$ cat src/rtl/lsu_pkg.sv
// Package: shared types for the byte-lane load/store unit.
// Assumes a 32-bit data path of four byte lanes.
package lsu_pkg;
    localparam int DATA_W = 32;
    localparam int LANES  = DATA_W / 8;

    // Width of one access, as carried on req_size.
    typedef enum logic [1:0] {
        SZ_BYTE = 2'b00,
        SZ_HALF = 2'b01,
        SZ_WORD = 2'b10,
        SZ_RSVD = 2'b11
    } acc_size_e;

    // Sequencer states.
    typedef enum logic [1:0] {
        ST_IDLE,
        ST_BUS,
        ST_WAIT,
        ST_DONE
    } lsu_state_e;
endpackage

$ cat src/rtl/lsu_misalign.sv
// lsu_misalign: flags an access whose address does not suit its width.
// Assumes that byte accesses are always aligned and that the reserved size is a word.
module lsu_misalign
    import lsu_pkg::*;
(
    input  logic [1:0] size,
    input  logic [1:0] addr_lo,
    output logic       misaligned
);
    // Alignment rule per width.
    always_comb begin
        unique case (acc_size_e'(size))
            SZ_BYTE: misaligned = 1'b0;
            SZ_HALF: misaligned = addr_lo[0];
            default: misaligned = (addr_lo != 2'b00);
        endcase
    end
endmodule

$ cat src/rtl/lsu_store_steer.sv
// lsu_store_steer: replicates store data across lanes and builds byte strobes.
// Assumes an aligned address; alignment is checked elsewhere.
module lsu_store_steer
    import lsu_pkg::*;
(
    input  logic [1:0]        size,
    input  logic [1:0]        addr_lo,
    input  logic [DATA_W-1:0] wdata_in,
    output logic [LANES-1:0]  strb,
    output logic [DATA_W-1:0] wdata_out
);
    // Per-lane data source and strobe.
    for (genvar ln = 0; ln < LANES; ln++) begin : g_lane
        always_comb begin
            unique case (acc_size_e'(size))
                SZ_BYTE: begin
                    wdata_out[8*ln +: 8] = wdata_in[7:0];
                    strb[ln]             = (addr_lo == 2'(ln));
                end
                SZ_HALF: begin
                    wdata_out[8*ln +: 8] = wdata_in[8*(ln % 2) +: 8];
                    strb[ln]             = (addr_lo[1] == 1'(ln / 2));
                end
                default: begin
                    wdata_out[8*ln +: 8] = wdata_in[8*ln +: 8];
                    strb[ln]             = 1'b1;
                end
            endcase
        end
    end
endmodule

$ cat src/rtl/lsu_load_extend.sv
// lsu_load_extend: selects the addressed byte or halfword of a read word
// and extends it with sign or zeros. Assumes an aligned address.
module lsu_load_extend
    import lsu_pkg::*;
(
    input  logic [1:0]        size,
    input  logic              is_unsigned,
    input  logic [1:0]        addr_lo,
    input  logic [DATA_W-1:0] rword,
    output logic [DATA_W-1:0] result
);
    logic [7:0]  byte_sel;
    logic [15:0] half_sel;

    // Lane selection by low address bits.
    always_comb begin
        byte_sel = rword[8*addr_lo +: 8];
        half_sel = rword[16*addr_lo[1] +: 16];
    end

    // Extension by width and signedness.
    always_comb begin
        unique case (acc_size_e'(size))
            SZ_BYTE: result = {{(DATA_W-8){byte_sel[7] & ~is_unsigned}}, byte_sel};
            SZ_HALF: result = {{(DATA_W-16){half_sel[15] & ~is_unsigned}}, half_sel};
            default: result = rword;
        endcase
    end
endmodule

$ cat src/rtl/lsu_seq.sv
// lsu_seq: sequences one access: idle, bus request, read wait, response.
// Assumes read data is valid RD_LAT cycles after the request handshake.
module lsu_seq
    import lsu_pkg::*;
#(
    parameter int RD_LAT = 1
) (
    input  logic clk,
    input  logic rst_n,
    input  logic req_valid,
    input  logic req_bad,
    input  logic cur_store,
    input  logic mem_ready,
    output logic req_ready,
    output logic accept,
    output logic mem_valid,
    output logic capture,
    output logic resp_valid
);
    localparam int CNT_W = $clog2(RD_LAT + 1);
    localparam logic [CNT_W-1:0] LAST = CNT_W'(RD_LAT - 1);

    lsu_state_e       state, state_nx;
    logic [CNT_W-1:0] wait_cnt;

    // Next-state selection.
    always_comb begin
        state_nx = state;
        unique case (state)
            ST_IDLE: if (req_valid) state_nx = req_bad ? ST_DONE : ST_BUS;
            ST_BUS:  if (mem_ready) state_nx = cur_store ? ST_DONE : ST_WAIT;
            ST_WAIT: if (wait_cnt == LAST) state_nx = ST_DONE;
            default: state_nx = ST_IDLE;
        endcase
    end

    // State register.
    always_ff @(posedge clk) begin
        if (!rst_n) state <= ST_IDLE;
        else        state <= state_nx;
    end

    // Read-latency counter, cleared outside the wait state.
    always_ff @(posedge clk) begin
        if (!rst_n || state != ST_WAIT) wait_cnt <= '0;
        else                            wait_cnt <= wait_cnt + 1'b1;
    end

    // Control outputs.
    always_comb begin
        req_ready  = (state == ST_IDLE);
        accept     = (state == ST_IDLE) && req_valid;
        mem_valid  = (state == ST_BUS);
        capture    = (state == ST_WAIT) && (wait_cnt == LAST);
        resp_valid = (state == ST_DONE);
    end
endmodule

$ cat src/rtl/ls_lane_unit.sv
// ls_lane_unit: load/store unit with byte-lane steering over a valid/ready bus.
// Assumes one access in flight, read data RD_LAT cycles after handshake,
// and a synchronous active-low reset.
module ls_lane_unit
    import lsu_pkg::*;
#(
    parameter int ADDR_W = 32,
    parameter int RD_LAT = 1
) (
    input  logic              clk,
    input  logic              rst_n,
    input  logic              req_valid,
    output logic              req_ready,
    input  logic              req_store,
    input  logic [1:0]        req_size,
    input  logic              req_unsigned,
    input  logic [ADDR_W-1:0] req_addr,
    input  logic [31:0]       req_wdata,
    output logic              resp_valid,
    output logic [31:0]       resp_rdata,
    output logic              resp_misaligned,
    output logic              mem_valid,
    input  logic              mem_ready,
    output logic [ADDR_W-1:0] mem_addr,
    output logic              mem_we,
    output logic [3:0]        mem_wstrb,
    output logic [31:0]       mem_wdata,
    input  logic [31:0]       mem_rdata
);
    logic              bad_now, accept, capture;
    logic [LANES-1:0]  strb_now;
    logic [DATA_W-1:0] wdata_now, ext_now;

    logic [ADDR_W-1:0] lat_addr;
    logic [1:0]        lat_size;
    logic              lat_uns, lat_store, lat_bad;
    logic [LANES-1:0]  lat_strb;
    logic [DATA_W-1:0] lat_wdata, lat_result;

    lsu_misalign u_mis (
        .size       (req_size),
        .addr_lo    (req_addr[1:0]),
        .misaligned (bad_now)
    );

    lsu_store_steer u_steer (
        .size      (req_size),
        .addr_lo   (req_addr[1:0]),
        .wdata_in  (req_wdata),
        .strb      (strb_now),
        .wdata_out (wdata_now)
    );

    lsu_load_extend u_ext (
        .size        (lat_size),
        .is_unsigned (lat_uns),
        .addr_lo     (lat_addr[1:0]),
        .rword       (mem_rdata),
        .result      (ext_now)
    );

    lsu_seq #(.RD_LAT(RD_LAT)) u_seq (
        .clk        (clk),
        .rst_n      (rst_n),
        .req_valid  (req_valid),
        .req_bad    (bad_now),
        .cur_store  (lat_store),
        .mem_ready  (mem_ready),
        .req_ready  (req_ready),
        .accept     (accept),
        .mem_valid  (mem_valid),
        .capture    (capture),
        .resp_valid (resp_valid)
    );

    // Request fields held for the whole access.
    always_ff @(posedge clk) begin
        if (!rst_n) begin
            lat_addr  <= '0;
            lat_size  <= '0;
            lat_uns   <= 1'b0;
            lat_store <= 1'b0;
            lat_bad   <= 1'b0;
            lat_strb  <= '0;
            lat_wdata <= '0;
        end else if (accept) begin
            lat_addr  <= req_addr;
            lat_size  <= req_size;
            lat_uns   <= req_unsigned;
            lat_store <= req_store;
            lat_bad   <= bad_now;
            lat_strb  <= strb_now;
            lat_wdata <= wdata_now;
        end
    end

    // Response data: cleared on acceptance, loaded when read data arrives.
    always_ff @(posedge clk) begin
        if (!rst_n || accept) lat_result <= '0;
        else if (capture)     lat_result <= ext_now;
    end

    // Bus and response outputs.
    always_comb begin
        mem_addr        = lat_addr;
        mem_we          = lat_store;
        mem_wstrb       = lat_store ? lat_strb : '0;
        mem_wdata       = lat_wdata;
        resp_rdata      = lat_result;
        resp_misaligned = resp_valid && lat_bad;
    end
endmodule

$ cat config.mk
export PLATFORM = sky130hd
export DESIGN_NAME = ls_lane_unit
export DESIGN_NICKNAME = d
export VERILOG_FILES = /design/src/rtl/lsu_pkg.sv /design/src/rtl/lsu_misalign.sv /design/src/rtl/lsu_store_steer.sv /design/src/rtl/lsu_load_extend.sv /design/src/rtl/lsu_seq.sv /design/src/rtl/ls_lane_unit.sv
export SDC_FILE = /design/constraint.sdc
export NUM_CORES = 1
export LEC_CHECK = 0
export BUFFER_PORTS_ARGS = -buffer_cell sky130_fd_sc_hd__buf_2
export CAP_MARGIN = 10
export CORE_ASPECT_RATIO = 1.5
export CORE_MARGIN = 5
export CORE_UTILIZATION = 52
export DETAILED_ROUTE_END_ITERATION = 7
export PLACE_DENSITY_LB_ADDON = 0.15
export SLEW_MARGIN = 20
export SYNTH_ARGS = -nofsm -noshare
export SYNTH_HDL_FRONTEND = slang
export SYNTH_SLANG_ARGS = --single-unit
$ cat constraint.sdc
create_clock -name clk -period 2.6 [get_ports clk]
set_clock_uncertainty 0.2 [all_clocks]
set_input_delay 0.26 -clock clk [delete_from_list [all_inputs] [get_ports clk]]
set_output_delay 0.26 -clock clk [all_outputs]
set_load 0.05 [all_outputs]
Word-level counts from Yosys, hierarchy flattened
Index checks and enable logic that the tools add are counted.
{"block": "word_totals", "reg_bits": 108, "wordCells": 59, "input_bits": 104, "out_inout_bits": 105}
{"block": "op_classes", "n_shift": 2, "addsub": 1, "bitwise_logic": 5, "muxes": 16, "eq_ne": 12, "n_reduce_logical": 13}
{"operator": "$pmux W32 S2", "n": 1}
{"operator": "$shiftx A32 B6 Y16", "n": 1}
{"operator": "$shiftx A32 B6 Y8", "n": 1}
{"operator": "$mux W8", "n": 2}
{"operator": "$pmux W8 S2", "n": 1}
{"operator": "$pmux W1 S2", "n": 5}
{"operator": "$eq A2 B1 Y1 const B", "n": 4}
{"operator": "$eq A2 B2 Y1 const B", "n": 4}
{"operator": "$logic_not A2 Y1", "n": 4}
{"operator": "$mux W2", "n": 4}
{"operator": "$ne A2 B2 Y1 const B", "n": 3}
{"operator": "$pmux W2 S3", "n": 1}
{"operator": "$mux W4", "n": 1}
{"operator": "$logic_and A1 B1 Y1", "n": 3}
{"operator": "$not A1 Y1", "n": 3}
{"operator": "$reduce_and A3 Y1", "n": 1}
{"operator": "$and A1 B1 Y1", "n": 2}
{"operator": "$logic_or A1 B1 Y1", "n": 2}
{"operator": "$ne A2 B1 Y1 const B", "n": 1}
{"operator": "$reduce_bool A2 Y1", "n": 1}
{"operator": "$reduce_or A2 Y1", "n": 1}
{"operator": "$add A1 B1 Y1 const B", "n": 1}
{"operator": "$logic_not A1 Y1", "n": 1}
{"operator": "$mux W1", "n": 1}

Longest topological paths before layout
Gate-level depths: netlist (run 1).
{"block": "logic_depth", "depth_word": 5, "ltp_mapped": 8, "mapped_depth_nobuf": 6}

By module
From an unflattened synthesis (run 1), not the netlist that was laid out.
{"block": "unflattened", "hier_cells": 550, "area_unflattened_um2": 5431.5}
{"module": "ls_lane_unit", "area_each_um2": 3933.8, "instances": 1, "seq_area_each_um2": 2102.0, "cells_each": 344}
{"module": "lsu_load_extend", "area_each_um2": 714.4, "instances": 1, "seq_area_each_um2": 0.0, "cells_each": 117}
{"module": "lsu_store_steer", "area_each_um2": 531.8, "instances": 1, "seq_area_each_um2": 0.0, "cells_each": 60}
{"module": "lsu_seq", "area_each_um2": 239.0, "instances": 1, "seq_area_each_um2": 60.1, "cells_each": 26}
{"module": "lsu_misalign", "area_each_um2": 12.5, "instances": 1, "seq_area_each_um2": 0.0, "cells_each": 3}

Worst setup path after synthesis (run 1)
OpenSTA, ideal clock, no wires.
{"block": "synth_timing", "path_kind": "register to register", "start": "register u_seq.state[0]", "end": "register lat_wdata[20], in the netlist mem_wdata[20]", "stages_incl_launch_ff": 9, "setup_slack_ns": 0.529, "setup_time_ns": 0.116, "arrival_ns": 1.755, "period_less_slack_ns": 2.071, "required_time_ns": 2.284, "path_buffers": 3, "path_cell_list": "dfxtp_1 inv_1 ha_1 and2_1 buf_2 buf_2 buf_2 nand2_1 o211a_1"}
{"block": "synth_between", "elab_chain_cells": 2}
{"element": "from (decl)", "line": "lsu_seq.sv:23", "rtl": "lsu_state_e state, state_nx;"}
{"element": "from (signal assigned)", "line": "lsu_seq.sv:40", "rtl": "else state <= state_nx;"}
{"element": "$logic_not A2 Y1"}
{"element": "via req_ready", "line": "ls_lane_unit.sv:13", "rtl": "output logic req_ready,"}
{"element": "$logic_and A1 B1 Y1", "line": "lsu_seq.sv:52", "rtl": "accept = (state == ST_IDLE) && req_valid;"}
{"element": "to (signal assigned)", "line": "ls_lane_unit.sv:93", "rtl": "lat_wdata <= wdata_now;"}
{"element": "to (decl)", "line": "ls_lane_unit.sv:38", "rtl": "logic [DATA_W-1:0] lat_wdata, lat_result;"}
The timed path passes the listed nets, and every way through them passes these cells.
A chain may end at the register's enable or synchronous reset.

Worst setup path after layout (run 1)
{"block": "layout_timing", "start": "register u_seq.state[0]", "end": "register lat_addr[19], in the netlist mem_addr[19]"}
{"block": "layout_between", "elab_chain_cells": 2}
{"element": "$logic_not A2 Y1", "line": "lsu_seq.sv:52"}
{"element": "$logic_and A1 B1 Y1", "line": "lsu_seq.sv:52"}
{"element": "to (signal assigned)", "line": "ls_lane_unit.sv:87", "rtl": "lat_addr <= req_addr;"}
{"element": "to (decl)", "line": "ls_lane_unit.sv:34", "rtl": "logic [ADDR_W-1:0] lat_addr;"}
No other way between the ends.

==> results of run 1 <==
logic make-up (layout without fill, tap and decap cells):
group | count (synthesis) | after routing | share of synthesized area, %
compound gates | 199 | 199 | 26.77
buf+inv | 57 | 280 | 4.986
mux | 33 | 33 | 7.185
flops | 108 | 108 | 44.18
other cells | 0 | 1 | 0
simple gates | 182 | 182 | 15.85
fa+ha+maj | 4 | 4 | 1.023
power by group through the flow:
stage               clock network [mW]  registers [mW]  logic (mW)
global placement                     0            2.27        3.05
global route                      1.50            2.30        3.39
CTS                               1.44            2.25        3.15
finish                            1.42            2.25        3.15
floorplan                            0            3.36        1.26
detailed placement                   0            2.28        3.10
what timing repair did:
action,CTS,global route
buffers inserted,0,0
gates resized for setup,0,0
hold endpoints to repair,36,0
endpoints found under the setup margin,0,0
hold buffers,36,0
flip-flops by register name, summed over array words and instances, names as in the netlist:
| register | cells |
|---|---|
| lat_strb | 4 |
| mem_addr | 32 |
| lat_size | 2 |
| mem_we | 1 |
| resp_rdata | 32 |
| u_seq.wait_cnt | 1 |
| lat_bad | 1 |
| mem_wdata | 32 |
| lat_uns | 1 |
| u_seq.state | 2 |
worst register-to-register path, delay by kind of cell (launching register included):
kind                       cells  cell delay, ns
and+or+nand+nor                2            0.34
DFF                            1            0.39
buffers and inverters          2            0.54
AOI/OAI and AO/OA              1            0.22
adders and majority gates      1            0.26
cells in the final DEF, fill, tap and decap left out, types with 3 or more instances in the layout:
cell type      instances
o211ai_1               7
a22oi_1                7
nand3_1                9
o21ai_0               46
dfxtp_1              108
nand2_1              142
and2_1                 8
mux2i_1               18
nand3b_1               7
dlygate4sd3_1         36
a21oi_1               58
ha_1                   4
buf_4                 14
o211a_1               16
a21boi_0              53
nand2b_1               3
inv_1                  8
mux2_2                14
buf_2                208
clkbuf_16              9
synthesized netlist by cell type:
library cell,number,area [µm²]
a211oi_1,1,7.510
a211oi_4,1,20.02
a21boi_0,53,397.9
a21o_1,1,7.510
a21oi_1,58,290.3
a221o_1,1,10.01
a22oi_1,7,52.55
a2bb2oi_1,1,8.760
and2_1,9,56.30
buf_1,2,7.510
buf_2,12,60.06
buf_6,2,22.52
clkbuf_1,33,123.9
dfxtp_1,108,2162
ha_1,4,50.05
inv_1,8,30.03
mux2_2,14,157.7
mux2i_1,18,180.2
mux2i_2,1,13.76
nand2_1,143,536.8
nand2_2,1,6.260
nand2b_1,3,18.77
nand3_1,9,45.04
nand3b_1,7,52.55
nor2_1,2,7.510
nor2_2,1,6.260
nor2b_1,1,6.260
nor3_1,1,5.000
nor3b_1,1,7.510
nor4_1,1,6.260
o211a_1,16,160.2
o211ai_1,7,52.55
o21a_1,1,7.510
o21ai_0,46,230.2
o221a_2,1,11.26
o221ai_1,1,8.760
o22ai_1,1,6.260
o22ai_2,1,12.51
o311a_1,1,10.01
o32ai_2,1,16.27
or3_1,2,12.51
or3b_2,1,8.760
path summary, 6_finish.rpt:
kind / to / depth (start not counted) / startpoint
max: mem_addr[19]$_SDFFE_PN0P_ / 6 / u_seq.state[0]$_SDFFE_PN0P_
min: mem_wdata[0]$_SDFFE_PN0P_ / 3 / req_wdata[0]
max reg2reg: mem_addr[19]$_SDFFE_PN0P_ / 6 / u_seq.state[0]$_SDFFE_PN0P_
min reg2reg: mem_wdata[31]$_SDFFE_PN0P_ / 2 / mem_wdata[31]$_SDFFE_PN0P_
cell type report:
type                       count  area share [%]
clock inverter                 4           1.149
sequential                   108           32.56
antenna                        1         0.03769
timing repair buffer         258           22.69
multi-input combinational    418           37.55
inverter                       8          0.4522
tap                          112           2.110
clock buffer                  10           3.448
metal layers:
layer / vias to the layer above / part of all wire [%] / global-route usage (%)
li1: 2439 / - / -
met1: 2358 / 35 / 27.55
met2: 238 / 52 / 46.50
met3: 41 / 8.8 / 7.559
met4: 0 / 3.3 / 11.31
met5: - / 0 / 0
==> key figures, run 1 <==
Worst setup path
  – Slowest cell on crit path: buf_4
  – Crit end category: flop
  – Delay-heaviest family, CP: buffers and inverters
  – CP max stage delay: 0.45 ns
  – Worst path buffer plus inverter count: 2
  – Worst EP required: ~2.7 ns
  – CP Class: flop to flop
  – R2r setup slk: roughly 0.58 ns
  – Worst EP arrival: 2.08 ns
  – Cell Chain, Critical Path: inv_1, ha_1, nand2_2, buf_4, nand2_1, a21boi_0
  – Startpoint Class: flop
  – Worst-path maximum fanout: 45

Final layout
  – Final instance area: between 6000 and 7000 µm²
  – Post-Route Utilization: a little under three quarters
  – Nets@finish: 911
  – Final cell count without fillers: 919
  – Multi-input gate area: between 2000 and 2500 µm²
  – Layout cells sized above 1: around a third
  – Layout area overhead: 35.69%
  – Fillers: around 740
  – Storage element area: 2162 µm²

Global route
  – Largest net degree at the start of global routing: 47
  – Initial antenna violation count: 1
  – GR Overflow Total: 0
  – GRT Overall Usage: roughly a quarter
  – Vias in the first global route: 4946
  – First-pass GRT wire length: ~24000 µm

Routing
  – Iteration-0 DRC count of the detailed router: ~210
  – Total wire length: 15170 µm
  – DRC Markers: 0
  – Drt wl/cell: 16.50 µm
  – ANT nets after route: 0
  – Via count: 5076
  – DRT Pass-1 Iters: 5
  – Avg Vias per Cell: roughly 5.5

STA
  – Hold WS: between 0.01 and 0.015 ns
  – Final setup violation count: 0
  – Final WS setup: around 0.58 ns
  – Crit path time final: about 2.0 ns
  – Final TNS setup: 0 ns
  – Max frequency: approximately 490 MHz
  – Final slew viol count: 0
  – Fin crit share: 77.87%
  – Fin. Hold Viols: 0
  – Worst slew pin tran: 0.8429 ns
  – RSZ-0062 raised after global routing: no
  – Slew HR: around 44%

Floorplan
  – IO Count: roughly 210
  – Rows: between 40 and 50
  – Die ar.: 11490 µm²
  – Die H: 128.8 µm
  – Core footprint: a little over 9000 µm²
  – Die width: 89.21 µm
  – Starting density of the core: between 50% and 60%

Placement
  – GP Congestion: around 0.9
  – HPWL after DPL: 10660 µm
  – Dpl cell area: ~6000 µm²
  – Buffers added on ports: 208
  – Place WS: approximately 0.63 ns
  – Placed cells: between 800 and 900

CTS
  – Worst skew pair latency: around 0.34 ns
  – CTS max path bufs: 2
  – Sink Count: ~110
  – Clock tree from TritonCTS: done
  – Root Buffer: clkbuf_16
  – H-tree Lvls: 3
  – Clock transition at path regs: 0.07 ns
  – Num CTS Buffers: 9

Logic synthesis
  – Syn nets: ~690
  – Syn avg cell area: approximately 8.4 µm²
  – #FFs+latches synth: approximately 110
  – Unique masters post-synth: 42
  – Synth warnings: 0
  – Mapped Area: approximately 5000 µm²
  – Register area share after synthesis: between 40% and 50%
  – Cell count after synthesis: a little under 600

Power and ir drop
  – Proportion of power drawn by combinational gates: roughly 46%
  – Clock power share: between 20% and 30%
  – Static leakage: between 3 and 4 nW
  – Pwr per Cell Area: 1027 nW/µm²
  – Sw power: just over 3 mW
  – Cell internal pwr: roughly 3.7 mW
  – Flop pwr share: approximately a third
  – Switching Fraction: between 40% and 50%
  – Worst VDD drop: 0.6637 mV
  – Design Power: between 6 and 7 mW

Worst hold path
  – Hold Path Class: input pin to flop

Flow run
  – Max Cap Viol: 0

Run status
  – Status: complete, no violations
Power figures use the tool's default switching activity.
==> inputs of run 2 (changes only) <==
--- a/config.mk
+++ b/config.mk
@@ -9,7 +9,7 @@
 export CAP_MARGIN = 10
 export CORE_ASPECT_RATIO = 1.5
 export CORE_MARGIN = 5
-export CORE_UTILIZATION = 52
+export CORE_UTILIZATION = 43
 export DETAILED_ROUTE_END_ITERATION = 7
 export PLACE_DENSITY_LB_ADDON = 0.15
 export SLEW_MARGIN = 20
==> constraint.sdc (replaced) <==
create_clock -name clk -period 1.7 [get_ports clk]
set_clock_uncertainty 0.2 [all_clocks]
set_input_delay 0.17 -clock clk [delete_from_list [all_inputs] [get_ports clk]]
set_output_delay 0.17 -clock clk [all_outputs]
set_load 0.05 [all_outputs]
==> run 2 against run 1 <==
Utilization fell by 4.2 points. Global-route usage fell by 3.5 points. Flip-flop and latch count did not move. Wire length increased by 11%. Worst setup slack worse by 0.56 ns. Final cell count grew 10%. Register-to-register slack worse by 0.56 ns. Largest power group unchanged. Fmax increased by 20%.
==> key figures, run 2 (synthesis gave the netlist of run 1 again) <==
Run status
  – Status: complete, no violations

Power and ir drop
  – Flop pwr share: approximately 31%
  – Design Power: between 10 and 15 mW
  – Clock power share: 18.1%
  – Switching Fraction: a little under half
  – Static leakage: 3.559 nW
  – Pwr per Cell Area: 1484 nW/µm²
  – Proportion of power drawn by combinational gates: roughly half
  – Worst VDD drop: about 0.77 mV
  – Sw power: about 5 mW
  – Cell internal pwr: 6.037 mW

Global route
  – Vias in the first global route: 5281
  – First-pass GRT wire length: around 25000 µm
  – Largest net degree at the start of global routing: 52
  – GR Overflow Total: 0
  – GRT Overall Usage: a little under a quarter
  – Initial antenna violation count: 0

Final layout
  – Final instance area: about 7500 µm²
  – Layout area overhead: 53.46%
  – Most frequent cells in the layout: buf_2 (207), nand2_1 (142), dfxtp_1 (103)
  – Nets@finish: slightly below 1000
  – Final cell count without fillers: 1014
  – Fillers: between 900 and 1000
  – Post-Route Utilization: 67.57%
  – Layout cells sized above 1: 34.87%
  – Most common library cell in the layout ignoring fill and taps: buf_2

Floorplan
  – Starting density of the core: 44.03%
  – Die H: about 140 µm
  – Die width: a little under 100 µm
  – Rows: 47
  – IO Count: approximately 210
  – Core footprint: ~11000 µm²
  – Die ar.: ~14000 µm²

Worst hold path
  – Hold Path Class: input pin to flop
  – Min-delay src: req_wdata[25]

Worst setup path
  – Worst-path maximum fanout: 10
  – Startpoint Class: flop
  – RR Startpoint: u_seq.state[0]$_SDFFE_PN0P_
  – Worst EP arrival: ~1.7 ns
  – Worst EP required: approximately 1.7 ns
  – CP Class: flop to flop
  – Crit end category: flop
  – Critical path startpoint: u_seq.state[0]$_SDFFE_PN0P_

Routing
  – Avg Vias per Cell: about 5.3
  – Drt wl/cell: roughly 17 µm
  – Iteration-0 DRC count of the detailed router: about 170
  – Via count: 5336
  – ANT nets after route: 0
  – DRT Pass-1 Iters: 5
  – Total wire length: 16760 µm
  – DRC Markers: 0

Flow run
  – Max Cap Viol: 0

Placement
  – Dpl cell area: 6246 µm²
  – Place WS: -0.08909 ns
  – GP Congestion: 0.8450
  – Buffers added on ports: approximately 210
  – HPWL after DPL: about 11000 µm
  – Placed cells: between 900 and 1000

STA
  – Final WS setup: around 0.013 ns
  – Worst slew pin tran: between 0.5 and 0.6 ns
  – Final setup violation count: 0
  – Max frequency: 592.8 MHz
  – Final slew viol count: 0
  – Hold WS: about 0.017 ns
  – Crit path time final: roughly 1.7 ns
  – Final TNS setup: 0 ns
  – RSZ-0062 raised after global routing: yes
  – Fin. Hold Viols: 0
  – Fin crit share: 99.23%
  – Slew HR: between 60 and 70%

CTS
  – Root Buffer: clkbuf_16
  – Worst skew pair latency: between 0.3 and 0.4 ns
  – H-tree Lvls: 3
  – Sink Count: about 110
  – Clock tree from TritonCTS: done
  – Num CTS Buffers: 9
  – Clock transition at path regs: around 0.070 ns
  – CTS max path bufs: 2
==> run 2: changes by cell type in the layout (fill, tap and decap cells not counted), moves of 3 or more <==
cell           delta
ha_4              +3
dlygate4sd3_1    +36
ha_1              -4
buf_12            +9
o21ai_1           +5
o21ai_0           -5
buf_4             +6
dfxtp_4           +3
and2_4            +3
dfxtp_1           -5
clkbuf_16         +4
==> run 2: repair_timing <==
item	4_1_cts	5_1_grt
gates cloned	0	7
hold buffers	72	0
setup buffers	0	2
resized for setup	5	26
setup endpoints to repair	9	95
pin swaps	0	7
endpoints found under the hold margin	75	0
==> run 2: worst max-delay path: stages, from the launching register on <==
cell       delay (ns)
dfxtp_2          0.34
inv_2            0.06
ha_4             0.15
buf_4            0.13
nor2b_4          0.12
buf_12           0.14
clkbuf_16        0.16
o221a_2          0.26
==> run 2: worst paths after layout <==
kind | end | slack, ns | cells past startpoint
setup / recovery | resp_rdata[7]$_SDFFE_PP0P_ | 0.01 | 7
hold / removal | mem_wdata[25]$_SDFFE_PN0P_ | 0.02 | 5
setup reg to reg | resp_rdata[7]$_SDFFE_PP0P_ | 0.01 | 7
hold reg to reg | lat_strb[0]$_SDFFE_PN0P_ | 0.24 | 1
==> run 2: area by class of cell <==
cell class                      instances  area [µm²]  area share [%]
Timing Repair Buffer                  315        2225           29.62
Multi-Input combinational cell        419        2605           34.69
Inverter                                8       30.03          0.3999
Clock buffer                           10       239.0           3.182
Tap cell                              147       183.9           2.449
Antenna cell                            1       2.502         0.03332
Clock inverter                          6       48.80          0.6498
Sequential cell                       108        2176           28.97
==> run 2: per-layer routing <==
metal | vias up | wire [µm] | track usage [%]
met5 | - | 0 | 0
met3 | 55 | 1360 | 6.871
met4 | 0 | 749 | 10.36
met2 | 247 | 8613 | 40.07
li1 | 2579 | - | -
met1 | 2455 | 6039 | 24.36
==> run 2: power groups by stage <==
stage / clock (mW) / sequential [mW] / combinational (mW)
global route: 2.16 / 3.50 / 6.06
detailed placement: 0 / 3.47 / 5.10
floorplan: 0 / 5.16 / 2.02
global placement: 0 / 3.45 / 5.02
CTS: 2.06 / 3.42 / 5.25
finish: 2.02 / 3.44 / 5.69
